`src/rtl/usbtk_pkg.sv`:
```
package usbtk_pkg;
  localparam logic [3:0] CODE_OUT   = 4'b0001;
  localparam logic [3:0] CODE_IN    = 4'b1001;
  localparam logic [3:0] CODE_SOF   = 4'b0101;
  localparam logic [3:0] CODE_SETUP = 4'b1101;
  localparam logic [3:0] CODE_DATA0 = 4'b0011;
  localparam logic [3:0] CODE_DATA1 = 4'b1011;
  localparam logic [3:0] CODE_ACK   = 4'b0010;
  localparam logic [3:0] CODE_NAK   = 4'b1010;
  localparam logic [3:0] CODE_STALL = 4'b1110;

  localparam int TOKEN_FIELD_BITS = 11;
  localparam int CHECK_BITS       = 5;
  localparam logic [CHECK_BITS-1:0] CHECK_POLY = 5'b00101;

  typedef enum logic [1:0] {
    XS_IDLE,
    XS_OUT_DATA,
    XS_SETUP_DATA
  } xact_state_e;
endpackage

```
`src/rtl/usbtk_rx_collect.sv`:
```
module usbtk_rx_collect #(
  parameter int LEN_W = 4
) (
  input  logic             clk,
  input  logic             rst_n,
  input  logic             rx_valid,
  input  logic             rx_sop,
  input  logic [7:0]       rx_data,
  input  logic             rx_eop,
  input  logic             rx_crc16_ok,
  output logic             pkt_done,
  output logic [7:0]       pkt_pid,
  output logic [15:0]      pkt_payload,
  output logic [LEN_W-1:0] pkt_len,
  output logic             pkt_crc_ok
);
  localparam logic [LEN_W-1:0] CNT_MAX = '1;
  localparam logic [LEN_W-1:0] CNT_ONE = LEN_W'(1);
  localparam logic [LEN_W-1:0] CNT_TWO = LEN_W'(2);

  logic [LEN_W-1:0] cnt_q, cnt_n, len_q, len_n;
  logic [7:0]       pid_q, pid_n, lo_q, lo_n, hi_q, hi_n;
  logic             crc_q, crc_n, done_q;
  logic             byte_en, close_en;

  assign byte_en  = rx_valid && (rx_sop || cnt_q != '0);
  assign close_en = rx_eop;

  always_comb begin
    cnt_n = cnt_q;
    pid_n = pid_q;
    lo_n  = lo_q;
    hi_n  = hi_q;
    len_n = len_q;
    crc_n = crc_q;
    if (close_en) begin
      len_n = cnt_q;
      crc_n = rx_crc16_ok;
      cnt_n = '0;
    end else if (byte_en) begin
      if (rx_sop) begin
        pid_n = rx_data;
        cnt_n = CNT_ONE;
      end else begin
        if (cnt_q == CNT_ONE) lo_n = rx_data;
        if (cnt_q == CNT_TWO) hi_n = rx_data;
        if (cnt_q != CNT_MAX) cnt_n = cnt_q + CNT_ONE;
      end
    end
  end

  always_ff @(posedge clk or negedge rst_n) begin
    if (!rst_n) begin
      cnt_q  <= '0;
      pid_q  <= '0;
      lo_q   <= '0;
      hi_q   <= '0;
      len_q  <= '0;
      crc_q  <= 1'b0;
      done_q <= 1'b0;
    end else begin
      done_q <= close_en;
      if (close_en || byte_en) begin
        cnt_q <= cnt_n;
        pid_q <= pid_n;
        lo_q  <= lo_n;
        hi_q  <= hi_n;
        len_q <= len_n;
        crc_q <= crc_n;
      end
    end
  end

  assign pkt_done    = done_q;
  assign pkt_pid     = pid_q;
  assign pkt_payload = {hi_q, lo_q};
  assign pkt_len     = len_q;
  assign pkt_crc_ok  = crc_q;
endmodule

```
`src/rtl/usbtk_crc5.sv`:
```
module usbtk_crc5
  import usbtk_pkg::*;
(
  input  logic [TOKEN_FIELD_BITS-1:0] field_bits,
  output logic [CHECK_BITS-1:0]       check_field
);
  logic [CHECK_BITS-1:0] rem;
  logic                  fb;

  always_comb begin
    rem = '1;
    fb  = 1'b0;
    for (int i = 0; i < TOKEN_FIELD_BITS; i++) begin
      fb  = field_bits[i] ^ rem[CHECK_BITS-1];
      rem = {rem[CHECK_BITS-2:0], 1'b0} ^ (fb ? CHECK_POLY : '0);
    end
    for (int j = 0; j < CHECK_BITS; j++) begin
      check_field[j] = ~rem[CHECK_BITS-1-j];
    end
  end
endmodule

```
`src/rtl/usbtk_toggle_bank.sv`:
```
module usbtk_toggle_bank #(
  parameter int NUM_EP   = 4,
  parameter int SEL_W    = 2
) (
  input  logic              clk,
  input  logic              rst_n,
  input  logic              clr_all,
  input  logic              wr_en,
  input  logic [SEL_W-1:0]  wr_sel,
  input  logic              wr_val,
  output logic [NUM_EP-1:0] tog
);
  generate
    for (genvar e = 0; e < NUM_EP; e++) begin : g_ep
      logic bit_q, bit_n, bit_en;

      assign bit_en = clr_all || (wr_en && wr_sel == SEL_W'(e));

      always_comb begin
        bit_n = clr_all ? 1'b0 : wr_val;
      end

      always_ff @(posedge clk or negedge rst_n) begin
        if (!rst_n) begin
          bit_q <= 1'b0;
        end else if (bit_en) begin
          bit_q <= bit_n;
        end
      end

      assign tog[e] = bit_q;
    end
  endgenerate
endmodule

```
`src/rtl/usb_tok_hs_engine.sv`:
```
module usb_tok_hs_engine
  import usbtk_pkg::*;
#(
  parameter int NUM_EP      = 4,
  parameter int LEN_W       = 4,
  parameter int SETUP_BYTES = 8
) (
  input  logic              clk,
  input  logic              rst_n,
  input  logic              usb_reset,
  input  logic              rx_valid,
  input  logic              rx_sop,
  input  logic [7:0]        rx_data,
  input  logic              rx_eop,
  input  logic              rx_crc16_ok,
  input  logic [6:0]        dev_addr,
  input  logic [NUM_EP-1:0] ep_ready,
  input  logic [NUM_EP-1:0] ep_stall,
  output logic              hs_valid,
  output logic [3:0]        hs_pid,
  output logic              in_start,
  output logic [3:0]        xfer_ep,
  output logic              data_accept,
  output logic              setup_capture,
  output logic              sof_valid,
  output logic [10:0]       sof_frame
);
  localparam int EP_IDX_W = (NUM_EP > 1) ? $clog2(NUM_EP) : 1;
  localparam logic [4:0]       EP_LIMIT  = 5'(NUM_EP);
  localparam logic [LEN_W-1:0] TOK_LEN   = LEN_W'(3);
  localparam logic [LEN_W-1:0] SETUP_LEN = LEN_W'(SETUP_BYTES + 1);

  logic             pkt_done, pkt_crc_ok;
  logic [7:0]       pkt_pid;
  logic [15:0]      pkt_payload;
  logic [LEN_W-1:0] pkt_len;

  usbtk_rx_collect #(.LEN_W(LEN_W)) u_collect (
    .clk(clk), .rst_n(rst_n),
    .rx_valid(rx_valid), .rx_sop(rx_sop), .rx_data(rx_data),
    .rx_eop(rx_eop), .rx_crc16_ok(rx_crc16_ok),
    .pkt_done(pkt_done), .pkt_pid(pkt_pid), .pkt_payload(pkt_payload),
    .pkt_len(pkt_len), .pkt_crc_ok(pkt_crc_ok)
  );

  logic [CHECK_BITS-1:0] calc_check;

  usbtk_crc5 u_crc5 (
    .field_bits(pkt_payload[TOKEN_FIELD_BITS-1:0]),
    .check_field(calc_check)
  );

  logic                tog_wr, tog_val;
  logic [EP_IDX_W-1:0] tog_sel;
  logic [NUM_EP-1:0]   tog_vec;

  usbtk_toggle_bank #(.NUM_EP(NUM_EP), .SEL_W(EP_IDX_W)) u_toggles (
    .clk(clk), .rst_n(rst_n), .clr_all(usb_reset),
    .wr_en(tog_wr), .wr_sel(tog_sel), .wr_val(tog_val), .tog(tog_vec)
  );

  // decoded view of the collected packet
  logic [3:0]          code;
  logic                pid_ok, tok_ok, tok_mine;
  logic [3:0]          tok_ep;
  logic [EP_IDX_W-1:0] tok_idx, cur_idx;

  assign code     = pkt_pid[3:0];
  assign pid_ok   = (pkt_pid[7:4] == ~pkt_pid[3:0]) && (pkt_len != '0);
  assign tok_ok   = (pkt_len == TOK_LEN) &&
                    (calc_check == pkt_payload[15:11]);
  assign tok_ep   = pkt_payload[10:7];
  assign tok_mine = tok_ok && (pkt_payload[6:0] == dev_addr) &&
                    ({1'b0, tok_ep} < EP_LIMIT);
  assign tok_idx  = tok_ep[EP_IDX_W-1:0];

  xact_state_e st_q, st_n;
  logic [3:0]  ep_q, ep_n;
  logic        hs_v_q, hs_v_n, acc_q, acc_n, setup_q, setup_n;
  logic        in_q, in_n, sofv_q, sofv_n;
  logic [3:0]  hs_pid_q, hs_pid_n;
  logic [10:0] frame_q, frame_n;

  assign cur_idx = ep_q[EP_IDX_W-1:0];

  always_comb begin
    st_n     = st_q;
    ep_n     = ep_q;
    hs_v_n   = 1'b0;
    hs_pid_n = '0;
    acc_n    = 1'b0;
    setup_n  = 1'b0;
    in_n     = 1'b0;
    sofv_n   = 1'b0;
    frame_n  = frame_q;
    tog_wr   = 1'b0;
    tog_sel  = cur_idx;
    tog_val  = 1'b0;

    if (usb_reset) begin
      st_n = XS_IDLE;
    end else if (pkt_done) begin
      st_n = XS_IDLE;
      if (pid_ok) begin
        case (code)
          CODE_OUT, CODE_IN, CODE_SETUP: begin
            if (tok_mine) begin
              ep_n = tok_ep;
              if (code == CODE_OUT) begin
                st_n = XS_OUT_DATA;
              end else if (code == CODE_SETUP) begin
                st_n    = XS_SETUP_DATA;
                tog_wr  = 1'b1;
                tog_sel = tok_idx;
                tog_val = 1'b0;
              end else if (ep_stall[tok_idx]) begin
                hs_v_n   = 1'b1;
                hs_pid_n = CODE_STALL;
              end else if (ep_ready[tok_idx]) begin
                in_n = 1'b1;
              end else begin
                hs_v_n   = 1'b1;
                hs_pid_n = CODE_NAK;
              end
            end
          end
          CODE_SOF: begin
            if (tok_ok) begin
              sofv_n  = 1'b1;
              frame_n = pkt_payload[10:0];
            end
          end
          CODE_DATA0, CODE_DATA1: begin
            if (st_q == XS_OUT_DATA && pkt_crc_ok) begin
              hs_v_n = 1'b1;
              if (ep_stall[cur_idx]) begin
                hs_pid_n = CODE_STALL;
              end else if (code[3] != tog_vec[cur_idx]) begin
                hs_pid_n = CODE_ACK;
              end else if (!ep_ready[cur_idx]) begin
                hs_pid_n = CODE_NAK;
              end else begin
                hs_pid_n = CODE_ACK;
                acc_n    = 1'b1;
                tog_wr   = 1'b1;
                tog_val  = ~tog_vec[cur_idx];
              end
            end else if (st_q == XS_SETUP_DATA && pkt_crc_ok &&
                         code == CODE_DATA0 && pkt_len == SETUP_LEN) begin
              hs_v_n   = 1'b1;
              hs_pid_n = CODE_ACK;
              setup_n  = 1'b1;
              tog_wr   = 1'b1;
              tog_val  = 1'b1;
            end
          end
          default: ;
        endcase
      end
    end
  end

  always_ff @(posedge clk or negedge rst_n) begin
    if (!rst_n) begin
      st_q     <= XS_IDLE;
      ep_q     <= '0;
      hs_v_q   <= 1'b0;
      hs_pid_q <= '0;
      acc_q    <= 1'b0;
      setup_q  <= 1'b0;
      in_q     <= 1'b0;
      sofv_q   <= 1'b0;
      frame_q  <= '0;
    end else begin
      st_q     <= st_n;
      ep_q     <= ep_n;
      hs_v_q   <= hs_v_n;
      hs_pid_q <= hs_pid_n;
      acc_q    <= acc_n;
      setup_q  <= setup_n;
      in_q     <= in_n;
      sofv_q   <= sofv_n;
      if (sofv_n) frame_q <= frame_n;
    end
  end

  assign hs_valid      = hs_v_q;
  assign hs_pid        = hs_pid_q;
  assign in_start      = in_q;
  assign xfer_ep       = ep_q;
  assign data_accept   = acc_q;
  assign setup_capture = setup_q;
  assign sof_valid     = sofv_q;
  assign sof_frame     = frame_q;
endmodule

```
`config.mk`:
```
export PLATFORM = sky130hd
export DESIGN_NAME = usb_tok_hs_engine
export DESIGN_NICKNAME = d
export VERILOG_FILES = /design/src/rtl/usbtk_pkg.sv /design/src/rtl/usbtk_rx_collect.sv /design/src/rtl/usbtk_crc5.sv /design/src/rtl/usbtk_toggle_bank.sv /design/src/rtl/usb_tok_hs_engine.sv
export SDC_FILE = /design/constraint.sdc
export NUM_CORES = 1
export LEC_CHECK = 0
export ABC_CLOCK_PERIOD_IN_PS = 3000
export CAP_MARGIN = 20
export CORE_MARGIN = 3
export CORE_UTILIZATION = 31
export DETAILED_ROUTE_END_ITERATION = 10
export DONT_BUFFER_PORTS = 1
export PLACE_DENSITY = 0.43
export SYNTH_ARGS = -nofsm -noshare
export SYNTH_HDL_FRONTEND = slang
export SYNTH_SLANG_ARGS = --single-unit
```
`constraint.sdc`:
```
create_clock -name clk -period 3 [get_ports clk]
set_input_delay 0.15 -clock clk [delete_from_list [all_inputs] [get_ports clk]]
set_output_delay 0.15 -clock clk [all_outputs]
set_load 0.02 [all_outputs]
```
---- Yosys cells after proc, flatten, opt, wreduce, memory -nomap -nowiden ----
Index checks and enable logic that the tools add are counted.
storage, ports and cells
  output and inout port bits .............. 24
  input port bits ......................... 30
  logic and storage cells ................. 216
  bits in registers ....................... 64
cells by class
  $add $sub $neg .......................... 1
  magnitude comparators ................... 3
  bitwise operators ....................... 31
  eq/ne operators ......................... 20
  muxes and demuxes ....................... 107
  reduce and logical (&&, ||, !) cells .... 34
operators by type and width
  operator             number
  $mux 4               16
  $mux 1               57
  $xor 5x5->5          10
  $mux 3               11
  $mux 2               15
  $eq 4x4->1 const B   4
  $reduce_and 5->1     3
  $logic_and 1x1->1    13
  $eq 4x2->1 const B   3
  $bmux 1 s2           5
  $xor 1x1->1          10
  $not 1->1            9
  $eq 4x1->1 const B   2
  $not 4->4            2
  $pmux 4 s2           1
  $reduce_bool 4->1    2
  $eq 7x7->1           1
  $eq 2x2->1 const B   3
  $logic_or 1x1->1     6
  $lt 2x3->1 const B   2
  $reduce_and 6->1     1
  $eq 5x5->1           1
  $add 4x1->4 const B  1
  $eq 2x1->1 const B   2
  14 further kinds     16

---- Depth between registers and ports, before layout ----
  depth after elaboration ................. 45
  mapped depth ............................ 8
  mapped depth without buffers ............ 8

---- By module ----
From an unflattened synthesis, not the netlist that was laid out.
unflattened totals
  cell total of the unflattened synthesis .. 259
  area total of the unflattened synthesis .. 3395.8 um^2
by module, submodules not included
  module             cells each  instances  area an instance (um^2)  sequential area each (um^2)
  usb_tok_hs_engine  126         1          1522.7                   625.6
  usbtk_rx_collect   96          1          1461.4                   850.8
  usbtk_toggle_bank  21          1          234.0                    100.1
  usbtk_crc5         16          1          177.7                    0.0

---- Worst setup path after synthesis ----
OpenSTA, ideal clock, no wires.
  path type ............................... register to register
  from .................................... register ep_q[0], in the netlist xfer_ep[0]
  to ...................................... register u_toggles.g_ep[2].bit_q
  data required time ...................... 2875 ps
  path slack .............................. 346 ps
  library setup time ...................... 125 ps
  cell stages (with the launch flop) ...... 9
  period minus slack after synthesis ...... 2654 ps
  data arrival time ....................... 2530 ps
  path buffers ............................ 1
  cell sequence ........................... dfrtp_1 clkbuf_1 mux4_2 nor4b_1 nand2_1 a21oi_1 a31oi_1 o21ai_0 mux2_2
between the ends
  longest elaborated chain between the ends .. 12
  elaborated cells on any way between the ends .. 34
  those cells by class .................... 2 x eq/ne; 29 x mux; 1 x bitwise; 2 x reduce/logical
RTL lines
  element                               RTL line                                                                      RTL
  start, declared                       usb_tok_hs_engine.sv:78                                                       logic [3:0] ep_q, ep_n;
  start signal, assigned                usb_tok_hs_engine.sv:176                                                      ep_q <= ep_n;
  $bmux 1 s2 (on tied branches)         usb_tok_hs_engine.sv:140, usb_tok_hs_engine.sv:138, usb_tok_hs_engine.sv:146
  $mux 1 (on tied branches)             usb_tok_hs_engine.sv:140, usb_tok_hs_engine.sv:138, usb_tok_hs_engine.sv:146
  $mux 1 or $ne 1x1->1 (tied branches)  usb_tok_hs_engine.sv:140, usb_tok_hs_engine.sv:138
  $mux 1                                usb_tok_hs_engine.sv:138                                                      end else if (code[3] != tog_vec[cur_idx]) begin
  $mux 1                                usb_tok_hs_engine.sv:136                                                      if (ep_stall[cur_idx]) begin
  $mux 1                                usb_tok_hs_engine.sv:134                                                      if (st_q == XS_OUT_DATA && pkt_crc_ok) begin
  $pmux 1 s2                            usb_tok_hs_engine.sv:105                                                      case (code)
  $mux 1                                usb_tok_hs_engine.sv:104                                                      if (pid_ok) begin
  $mux 1                                usb_tok_hs_engine.sv:102                                                      end else if (pkt_done) begin
  $mux 1                                usb_tok_hs_engine.sv:100                                                      if (usb_reset) begin
  $logic_and 1x1->1                     usbtk_toggle_bank.sv:17                                                       assign bit_en = clr_all || (wr_en && wr_sel == SEL_W'(e));
  $logic_or 1x1->1                      usbtk_toggle_bank.sv:17
  end signal, assigned                  usbtk_toggle_bank.sv:27                                                       bit_q <= bit_n;
  end, declared                         usbtk_toggle_bank.sv:15                                                       logic bit_q, bit_n, bit_en;
Parallel ways exist; a longest one is shown, timed or not. The select of a mux whose other input is x is not followed.
A chain may end at the register's enable or synchronous reset.

---- Worst setup path after layout ----
  from .................................... register u_collect.lo_q[3]
  to ...................................... register ep_q[1], in the netlist xfer_ep[1]
between the ends
  longest elaborated chain between the ends .. 20
  elaborated cells on any way between the ends .. 26
  those cells by class .................... 2 x eq/ne; 4 x mux; 16 x bitwise; 4 x reduce/logical
RTL lines
  element                              RTL line                 RTL
  start, declared                      usbtk_rx_collect.sv:22   logic [7:0] pid_q, pid_n, lo_q, lo_n, hi_q, hi_n;
  start signal, assigned               usbtk_rx_collect.sv:66   lo_q <= lo_n;
  $xor 1x1->1                          usbtk_crc5.sv:14         fb = field_bits[i] ^ rem[CHECK_BITS-1];
  $mux 3                               usbtk_crc5.sv:15         rem = {rem[CHECK_BITS-2:0], 1'b0} ^ (fb ? CHECK_POLY : '0);
  $xor 5x5->5 (3 in a row)             usbtk_crc5.sv:15
  $xor 1x1->1                          usbtk_crc5.sv:14
  $mux 3                               usbtk_crc5.sv:15
  $xor 5x5->5 (3 in a row)             usbtk_crc5.sv:15
  $xor 1x1->1                          usbtk_crc5.sv:14
  $mux 3                               usbtk_crc5.sv:15
  $xor 5x5->5 (2 in a row)             usbtk_crc5.sv:15
  $not 1->1                            usbtk_crc5.sv:18         check_field[j] = ~rem[CHECK_BITS-1-j];
  $eq 5x5->1                           usb_tok_hs_engine.sv:71  (calc_check == pkt_payload[15:11]);
  $logic_and 1x1->1                    usb_tok_hs_engine.sv:70  assign tok_ok = (pkt_len == TOK_LEN) &&
  $logic_and 1x1->1 * (2 in a row)     usb_tok_hs_engine.sv:73  assign tok_mine = tok_ok && (pkt_payload[6:0] == dev_addr) &&
  $reduce_and 5->1 (no source line) *  -
Mark *: on every way between the ends. The rest lies on a longest branch, timed or not.

==> metrics.cfg <==
[status]
status = completed

[timing]
slew_viol_final = 0
fmax_mhz = 361
finalCriticalPeriod_ps = 2770
finalCritPeriodShare_pct = 92.3
worst_slew_pin_slew_ps = 549
max-slew-margin-rel_pct = 63.3
hold_viol = 0
setup_violations = 0
fin_worst_skew_ps = 12.7
setup_tns_ps = 0
rsz0062_at_grt = false

[placed_design]
placed_cells = 414
dp_hpwl_um = 5680
portBuffers = 0
gp_congestion = 0.766

[clock_network]
clk_pin_slew_ps = 70
cts_made_buffers = 9
cts.sinks = 63
clock_insertion_delay_worst_skew_ps = 340
clockBufferDepth = 2
cts_tree = built
cts-root-buf = clkbuf_8
cts_max_level = 3

[yosys]
netlist_area_mm2 = 0.00328
ys_seq_elements = 63
synth_cells = 284
postSynthAreaPerCell_um2 = 11.6
syn_nets = 318
ys_seq_area_share_pct = 48.0
yosysWarnings = 0
synth_cell_types = 40

[drt]
drt-initial-drc-count = 79
avgViaCountPerCell = 5.05
first_pass_iters = 4
wl_per_cell_um = 17.8
ant_nets = 0
drc = 0
vias = 2249
wl_um = 7910

[min_path]
hp-class = in -> reg

[power_and_ir_drop]
combPwrFrac_pct = 20.2
pwr-share-clk_pct = 35.5
swShare_pct = 29.5
vdd_ir_drop_max_mv = 0.226
p_seq_share_pct = 44.3
internal_power_w = 0.00153
leakage_nw = 1.66
p_per_area_mw_per_mm2 = 565
switchingPower_w = 0.000642

[die]
core-area_mm2 = 0.0100
initial_core_util_pct = 32.7
die_w_um = 109
fp.dieH_um = 109
die-area_mm2 = 0.0119
rows = 36
io_pins = 54

[finish]
fin_cells = 445
multiInputGateArea_mm2 = 0.00164
fillers = 992
nets = 341
area_delta_synth_final_pct = 17.3
drive_above_1_share_pct = 25.6
final_common_cell = dfrtp_1
final_cell_mix = 63 x dfrtp_1, 45 x mux2_2, 18 x xnor2_1
final-seq-area_mm2 = 0.00158
antenna_cells = 0

[critical_path]
crit_path_cell_trace = xnor2_1 > xor2_1 > nor3_1 > o21ai_0 > mux4_2 > buf_4 > and4b_1 > mux2_2
cp-end-kind = flip-flop
cp.required_ps = 3220
crit_family = multiplexers
crit_fanout = 11
cp-start-kind = flip-flop
cp_slowest_cell = mux4_2
crit_type = reg -> reg
worst-path-buf-inv = 1
cpPeakStageDelay_ps = 480
worst_ep_arrival_time_ps = 2990

[grt]
grt_pass1_vias = 2382
grtUsageTotal_pct = 14.5
antenna_found_initial = 0
grt_max_degree = 64
grt_pass1_wl_um = 13000
grt.overflow.total = 0

[job]
maxCapViolations = 0

==> cell usage after synthesis <==
| master | count | area (um^2) |
|---|---|---|
| dfrtp_1 | 63 | 1580 |
| mux2_2 | 45 | 507 |
| xnor2_1 | 18 | 158 |
| nand2_1 | 14 | 52.6 |
| nor3_1 | 13 | 65.1 |
| nor2_1 | 12 | 45.0 |
| o21ai_0 | 12 | 60.1 |
| xor2_1 | 12 | 105 |
| a21oi_1 | 11 | 55.1 |
| clkbuf_1 | 10 | 37.5 |
| nor2b_1 | 8 | 50.1 |
| nand4_1 | 7 | 43.8 |
| mux4_2 | 6 | 135 |
| a31oi_1 | 5 | 31.3 |
| inv_1 | 5 | 18.8 |
| nand3_1 | 5 | 25.0 |
| ha_1 | 4 | 50.1 |
| nand2b_1 | 3 | 18.8 |
| nand4b_1 | 3 | 26.3 |
| nor4b_1 | 3 | 26.3 |
| and3_1 | 2 | 12.5 |
| buf_4 | 2 | 15.0 |
| nor4_1 | 2 | 12.5 |
| nor4bb_1 | 2 | 20.0 |
| or3_1 | 2 | 12.5 |
| a211oi_1 | 1 | 7.51 |
| a21o_1 | 1 | 7.51 |
| a2bb2oi_1 | 1 | 8.76 |
| and2_1 | 1 | 6.26 |
| and3b_1 | 1 | 8.76 |
| and4b_1 | 1 | 10.0 |
| and4bb_1 | 1 | 12.5 |
| conb_1 | 1 | 3.75 |
| mux2_1 | 1 | 11.3 |
| o21ai_1 | 1 | 5.00 |
| or2_2 | 1 | 6.26 |
| or3b_2 | 1 | 8.76 |
| or4_1 | 1 | 7.51 |
| or4b_2 | 1 | 10.0 |
| or4bb_1 | 1 | 11.3 |
==> metrics by stage <==
stage	setup WS, ps	instance area [um^2]	power (W)	hold slack [ps]	utilization (%)
2_1_floorplan	346	3280	0.00129	-146	-
3_3_place_gp	307	3480	0.00137	-144	34.6
3_5_place_dp	230	3480	0.00138	-144	34.6
4_1_cts	218	3850	0.00221	8.12	38.4
5_1_grt	36.9	3850	0.00229	28.9	38.4
6_report	232	3850	0.00218	29.0	38.4
==> power by group through the flow <==
| stage | Combinational (W) | Sequential [W] | Clock [W] |
|---|---|---|---|
| 2_1_floorplan | 0.000340 | 0.000947 | 0 |
| 3_3_place_gp | 0.000390 | 0.000984 | 0 |
| 3_5_place_dp | 0.000398 | 0.000983 | 0 |
| 4_1_cts | 0.000443 | 0.000966 | 0.000804 |
| 5_1_grt | 0.000484 | 0.000976 | 0.000835 |
| 6_report | 0.000439 | 0.000964 | 0.000774 |
==> cell type report <==
cell class	instances	area share, %
timing repair buffer	24	6.43
clock buffer	11	3.93
multi-input combinational	204	42.5
tap	133	4.32
clock inverter	5	1.46
inverter	5	0.487
sequential	63	40.9
==> logic make-up (layout without fill, tap and decap cells) <==
kind of cell,Yosys count,in the layout,share of synthesized area [%]
and+or+nand+nor,85,85,15.0
DFF,63,63,48.0
muxes,52,52,19.9
AOI/OAI and AO/OA,32,32,5.33
xor gates and xnor gates,30,30,8.00
buffers and inverters,17,45,2.17
adders and majority gates,4,4,1.52
other,1,1,0.114
==> registers in the layout (all words and copies together), names as in the netlist <==
| name | cells |
|---|---|
| u_collect.lo_q | 8 |
| st_q | 2 |
| data_accept | 1 |
| u_collect.pkt_pid | 8 |
| sof_frame | 11 |
| sof_valid | 1 |
| setup_capture | 1 |
| u_collect.pkt_done | 1 |
| in_start | 1 |
| u_collect.cnt_q | 4 |
| u_collect.pkt_len | 4 |
| u_collect.pkt_crc_ok | 1 |
| u_collect.hi_q | 8 |
| hs_valid | 1 |
| u_toggles.g_ep.bit_q | 4 |
| hs_pid | 3 |
| xfer_ep | 4 |
==> layer usage <==
metal | track usage [%] | routed length (um) | up-vias
li1 | - | - | 1074
met1 | 19.6 | 3710 | 1125
met3 | 3.97 | 366 | 9
met5 | 0 | 0 | -
met2 | 22.3 | 3730 | 41
met4 | 5.23 | 110 | 0
==> what timing repair did <==
item	4_1_cts	5_1_grt
gates resized for setup	0	0
hold buffers	15	0
endpoints found under the hold margin	97	0
buffers inserted	0	0
==> worst register-to-register path, cell delays in order, from the launching register on <==
cell     delay [ps]
dfrtp_1         440
xnor2_1         370
xor2_1          180
nor3_1          190
o21ai_0         120
mux4_2          480
buf_4           190
and4b_1         330
mux2_2          350
==> path summary, 6_finish.rpt <==
check | start | to | slack (ps) | depth (start not counted)
worst max-delay path | u_collect.lo_q[3] | xfer_ep[1] | 230 | 8
worst min-delay path | usb_reset | st_q[1] | 30 | 3
worst max register to register | u_collect.lo_q[3] | xfer_ep[1] | 230 | 8
worst min register to register | st_q[0] | st_q[0] | 510 | 1
max in group asynchronous | rst_n | u_collect.lo_q[7] | 2380 | 2
min in group asynchronous | rst_n | hs_pid[1] | 350 | 2
Note: power is estimated with default switching activity, not from simulation.
